`src/rtl/ca_sorter.sv`:
```
module ca_sorter #(
  parameter int N         = 5,
  parameter int W         = 3,
  parameter int MAX_STEPS = 2 * N,
  parameter int SW        = $clog2(MAX_STEPS + 1)
) (
  input  logic           clk,
  input  logic           rst_n,
  input  logic           start,
  input  logic [N*W-1:0] keys_in,
  output logic [N*W-1:0] keys_out,
  output logic [N-1:0]   sl_out,
  output logic [N-1:0]   sr_out,
  output logic           busy,
  output logic           done,
  output logic           stuck,
  output logic [SW-1:0]  steps
);

  logic [W-1:0] key_q [N];
  logic [W-1:0] key_d [N];
  logic [N-1:0] sl_c, sr_c, sl_q, sr_q;
  logic         busy_q, done_q, stuck_q;
  logic [SW-1:0] steps_q;

  wire exch   = |(sl_c | sr_c);
  wire at_lim = (steps_q == SW'(MAX_STEPS));

  for (genvar i = 0; i < N; i++) begin : g_cell
    logic gt_left, ge_right, lt_right, nxt_ge;
    if (i == 0) begin : g_lb
      assign gt_left = 1'b0;
    end else begin : g_li
      assign gt_left = key_q[i] > key_q[i-1];
    end
    if (i == N - 1) begin : g_rb
      assign ge_right = 1'b1;
      assign lt_right = 1'b0;
    end else begin : g_ri
      assign ge_right = key_q[i] >= key_q[i+1];
      assign lt_right = key_q[i] <  key_q[i+1];
    end
    if (i >= N - 2) begin : g_r2b
      assign nxt_ge = 1'b1;
    end else begin : g_r2i
      assign nxt_ge = key_q[i+1] >= key_q[i+2];
    end
    assign sl_c[i] = ge_right & gt_left;
    assign sr_c[i] = lt_right & nxt_ge;

    if (i == 0) begin : g_n0
      assign key_d[i] = sr_c[i] ? key_q[i+1] : key_q[i];
    end else if (i == N - 1) begin : g_nl
      assign key_d[i] = sl_c[i] ? key_q[i-1] : key_q[i];
    end else begin : g_nm
      assign key_d[i] = sr_c[i] ? key_q[i+1] : sl_c[i] ? key_q[i-1] : key_q[i];
    end

    assign keys_out[i*W +: W] = key_q[i];
  end

  always_ff @(posedge clk) begin
    if (!rst_n) begin
      for (int i = 0; i < N; i++) key_q[i] <= '0;
      sl_q    <= '0;
      sr_q    <= '0;
      busy_q  <= 1'b0;
      done_q  <= 1'b0;
      stuck_q <= 1'b0;
      steps_q <= '0;
    end else if (start) begin
      for (int i = 0; i < N; i++) key_q[i] <= keys_in[i*W +: W];
      sl_q    <= '0;
      sr_q    <= '0;
      busy_q  <= 1'b1;
      done_q  <= 1'b0;
      stuck_q <= 1'b0;
      steps_q <= '0;
    end else if (busy_q) begin
      sl_q <= sl_c;
      sr_q <= sr_c;
      if (!exch) begin
        busy_q <= 1'b0;
        done_q <= 1'b1;
      end else if (at_lim) begin
        busy_q  <= 1'b0;
        stuck_q <= 1'b1;
      end else begin
        for (int i = 0; i < N; i++) key_q[i] <= key_d[i];
        steps_q <= steps_q + 1'b1;
      end
    end
  end

  assign sl_out = sl_q;
  assign sr_out = sr_q;
  assign busy   = busy_q;
  assign done   = done_q;
  assign stuck  = stuck_q;
  assign steps  = steps_q;

endmodule

```
`config.mk`:
```
export PLATFORM = sky130hd
export DESIGN_NAME = ca_sorter
export DESIGN_NICKNAME = d
export VERILOG_FILES = /design/src/rtl/ca_sorter.sv
export SDC_FILE = /design/constraint.sdc
export NUM_CORES = 1
export LEC_CHECK = 0
export BUFFER_PORTS_ARGS = -buffer_cell sky130_fd_sc_hd__clkbuf_2
export CORE_ASPECT_RATIO = 1.75
export CORE_MARGIN = 2
export CORE_UTILIZATION = 40
export DETAILED_ROUTE_END_ITERATION = 8
export PLACE_DENSITY = 0.68
export SLEW_MARGIN = 15
export SYNTH_ARGS = -nofsm -noshare
export SYNTH_HDL_FRONTEND = slang
export SYNTH_SLANG_ARGS = --single-unit
```
`constraint.sdc`:
```
create_clock -name clk -period 3.4 [get_ports clk]
set_clock_uncertainty 0.1 [all_clocks]
set_input_delay 1.02 -clock clk [delete_from_list [all_inputs] [get_ports clk]]
set_output_delay 1.02 -clock clk [all_outputs]
set_load 0.02 [all_outputs]
```
* Word level (Yosys, flattened, before mapping)
Memories as Yosys holds them, arrays and structs flattened.
Index checks and enable logic that the tools add are counted.
** Word-level totals
- Bits in registers :: 15
- Bits in writable memories :: 15
- Output and inout bits :: 32
- Word-level logic and storage cells :: 74
- Memories kept :: 1
** Memory list
- key_q :: depth 5, width 3, rd ports 5, clocked after memory_dff 0, write ports 5, line 20 : logic [W-1:0] key_q [N];
** Cells by class
- Add/subtract/negate cells :: 1
- Order comparisons :: 11
- Eq/ne operators :: 1
- Mux-type cells :: 29
- Bitwise logic cells :: 20
- Reduce and logical (&&, ||, !) cells :: 5
** Operators with widths (number)
- two-way mux 3 bit :: 18
- > comparator 3 bit :: 4
- less-than comparator 3 bit :: 4
- two-way mux 1 bit :: 11
- bitwise OR 1 bit :: 10
- >= comparator 3 bit :: 3
- bitwise AND 1 bit :: 6
- AND reduction 3 bit :: 2
- bitwise OR 5 x 4 -> 5 bit :: 1
- OR reduction 5 bit :: 1
- adder 4 x 1 -> 4 bit, second input constant :: 1
- == test 4 bit, second input constant :: 1
- inverter 1 bit :: 3
- AND reduction 2 bit :: 1
- OR reduction 2 bit :: 1

* Depth between registers and ports, before layout
An unclocked memory read counts as a cell.
- Depth in word-level cells :: 11
- Gate-level depth with buffers :: 9
- Depth with buffers taken out :: 8

* Least setup slack after synthesis
No wires, ideal clock.
- Path type :: register to register
- Start :: mem key_q[3][2] (netlist: key_q[0][11])
- End :: mem key_q[0][0] (enable)
- Data arrival time :: 1983 ps
- Setup slack :: 973 ps
- Cell stages (with the launch flop) :: 8
- Path buffers :: 1
- Period minus slack after synthesis :: 2427 ps
- Path through :: edfxtp_1 > ha_1 > a21oi_1 > o21ai_4 > o21ai_1 > o311ai_2 > buf_6 > o21ai_0
** RTL lines (line)
- start: declaration :: 20

==> flow_summary.yaml <==
outcome:
  status: "complete, no violations"
routing:
  drc: 0
  drt_wl_total_um: 3670
  drt_pass1_iterations: 4
  ant_nets: 0
  wl_per_cell_um: 14.0
  viasPerCell: 5.14
  drtIter0Drc: 23
  vias: 1351
clocking:
  clock-root-buffer: "clkbuf_8"
  htree_levels: 1
  ctsHoldBuffers: 0
  cts_buffer_depth: 2
  postCtsSetupBuffers: 0
  ctsResizeCount: 0
  cts_made_buffers: 3
  tritoncts: "built"
  clkTransAtPathRegs_ns: 0.09
  clock_sinks: 26
  clock_latency_ns: 0.27
finish:
  drive_gt1_share_pct: 26.0
  multi_input_area_um2: 781
  nFillCells: 407
  seq_area_um2: 671
  final_nets: 248
  areaGrowthSynthToFinish_pct: 16.9
  final_util_pct: 48.5
  diodes: 0
pwr:
  netSwitchingPower_w: 0.000347
  leakage_nw: 0.856
  ir_worst_vdd_mv: 0.356
  p_per_area_mw_per_mm2: 497
  clock_power_share_pct: 19.4
  intPower_w: 0.000584
  sw_frac_of_total_pct: 37.3
  seqPwrFrac_pct: 43.1
  power_frac_comb_pct: 37.5
placement:
  port_buffers: 47
  place.gp.congestion: 0.843
  dp_hpwl_um: 2940
hold_path:
  hold_class: "register to register"
  hold_start: "stuck$_SDFFE_PP0P_"
  min_to: "stuck$_SDFFE_PP0P_"
  hold-path-cell-count: 1
synthesis:
  synth_top_area_share_pct: 28.1
  yosys_register_bits: 26
  synth_flop_cell: "edfxtp_1"
  synth.yosys.seq_area_share_pct: 41.8
  yosysWarnings: 0
  synth_edf_count: 15
  postSynth.asyncResetShare_pct: 0
  synth_area_leaders: "edfxtp_1, dfxtp_1, ha_1, o21ai_0, mux2i_1"
  avgSynthCellArea_um2: 9.21
  yosys.area.top_type: "edfxtp_1"
  netlist_instances: 174
  synthDistinctLibCells: 37
  syn_area_mm2: 0.00160
global_routing:
  grt_max_degree: 16
  grt_pass1_vias: 1393
  antenna_found_initial: 0
  grt_overflow: 0
  grt_pass1_wl_um: 6070
  track_usage_pct: 17.6
setup_path:
  cp-end-kind: "register"
  cp_max_fo: 13
  required_ns: 3.32
  r2r_end: "key_q[0][5]$_DFFE_PP_"
  startpoint_type: "register"
  arrival_ns: 2.64
  path_class: "register to register"
  reg2reg_setup_slack_ns: 0.67
  worstRegToRegCells: 7
  rr_startpoint: "key_q[0][11]$_DFFE_PP_"
sta:
  final.period_utilization_pct: 80.3
  period_minus_slack_ns: 2.73
  setup_tns_ns: 0
  max_slew_margin_pct: 61.2
  fmax_mhz: 366
  slew_viol_final: 0
  rsz0062_at_grt: "false"
  tightest_slew_ns: 0.582
  hold_viol_final: 0
  setup_viol: 0
floorplan:
  start_util_pct: 41.5
  rows: 30
  chipHeight_um: 87.7
  die-area_mm2: 0.00455
  ios: 50
  die_x_um: 51.9
  coreArea_mm2: 0.00387
job:
  maxCapViolations: 0
[metal layers]
metal	part of all wire, %	GRT usage [%]
met5	0	0
met4	2.0	8.13
met3	3.3	2.39
met2	53	31.5
met1	41	20.2
[layout make-up]
class                      instances  area share [%]
inverter                          20            4.01
multi-input combinational        117            41.7
timing repair buffer              48            13.0
sequential                        26            35.8
clock buffer                       4            2.40
tap                               48            3.20
[layout by cell type (no fill, tap or decap), types with 2 or more instances in the layout]
cell type / count
nor2_1: 10
and2_1: 2
nand3_1: 5
mux2i_1: 8
ha_1: 14
clkbuf_8: 3
o21ai_0: 20
a22o_1: 2
nand2_1: 19
clkbuf_2: 47
inv_1: 20
o21ai_1: 2
edfxtp_1: 15
or3_1: 2
a21oi_1: 10
conb_1: 2
dfxtp_1: 11
nor2b_1: 3
a21o_1: 2
[power by group through the flow]
stage	sequential, W	clock, W	combinational, W
after global routing	0.000406	0.000194	0.000389
after CTS	0.000402	0.000182	0.000350
after floorplan	0.000431	0	0.000234
final	0.000401	0.000181	0.000349
after global placement	0.000409	0	0.000346
after detailed placement	0.000409	0	0.000348
[registers in the layout (all words and copies together) (netlist names)]
| register | flops |
|---|---|
| busy | 1 |
| steps | 4 |
| done | 1 |
| key_q | 15 |
| sl_out | 4 |
| stuck | 1 |
[cell usage after synthesis, drive strengths merged (2+ instances only)]
library cell / n
o21ai: 23
inv: 20
nand2: 19
edfxtp: 15
ha: 14
dfxtp: 11
a21oi: 10
nor2: 10
buf: 9
mux2i: 8
nand3: 5
clkbuf: 3
nor2b: 3
a21o: 2
a22o: 2
a32oi: 2
and2: 2
or2: 2
or3: 2
[worst max-delay path by stage]
stage	startpoint	endpoint	slack, ns	cells after the start
4_1_cts	key_q[0][11]$_DFFE_PP_	key_q[0][11]$_DFFE_PP_	0.66	7
3_5_place_dp	key_q[0][11]$_DFFE_PP_	key_q[0][11]$_DFFE_PP_	0.72	7
3_3_place_gp	key_q[0][11]$_DFFE_PP_	key_q[0][8]$_DFFE_PP_	0.73	7
6_report	key_q[0][11]$_DFFE_PP_	key_q[0][5]$_DFFE_PP_	0.67	7
2_1_floorplan	key_q[0][11]$_DFFE_PP_	key_q[0][0]$_DFFE_PP_	0.97	7
5_1_grt	key_q[0][11]$_DFFE_PP_	key_q[0][9]$_DFFE_PP_	0.43	7
[cell families (layout without fill, tap and decap cells)]
family                     Yosys count  after routing  synth area share (%)
AOI/OAI and AO/OA                   44             44                  17.5
xor gates and xnor gates             1              1                 0.547
adders and majority gates           14             14                  10.9
buffers and inverters               32             72                  9.68
DFF                                 26             26                  41.8
muxes                                9              9                  5.70
other                                1              2                 0.234
and+or+nand+nor                     47             47                  13.6
[worst max-delay path, cell delays in order, from the launching register on]
cell and delay [ns]:
edfxtp_1 0.49, ha_1 0.37, nand2_1 0.09, o21ai_4 0.24
o21ai_1 0.17, o311ai_2 0.46, or2_1 0.40, o21ai_0 0.15
[stage by stage]
stage | total power, W | hold slack, ns | instance area, um2 | setup WS [ns] | std cells
finish | 0.000931 | 0.378 | 1870 | 0.671 | 263
global route | 0.000989 | 0.415 | 1870 | 0.431 | 263
global placement | 0.000754 | 0.359 | 1830 | 0.734 | 259
floorplan | 0.000665 | 0.470 | 1610 | 0.973 | 175
CTS | 0.000935 | 0.383 | 1870 | 0.661 | 263
detailed placement | 0.000757 | 0.362 | 1830 | 0.718 | 259
(Power assumes the default switching activity.)
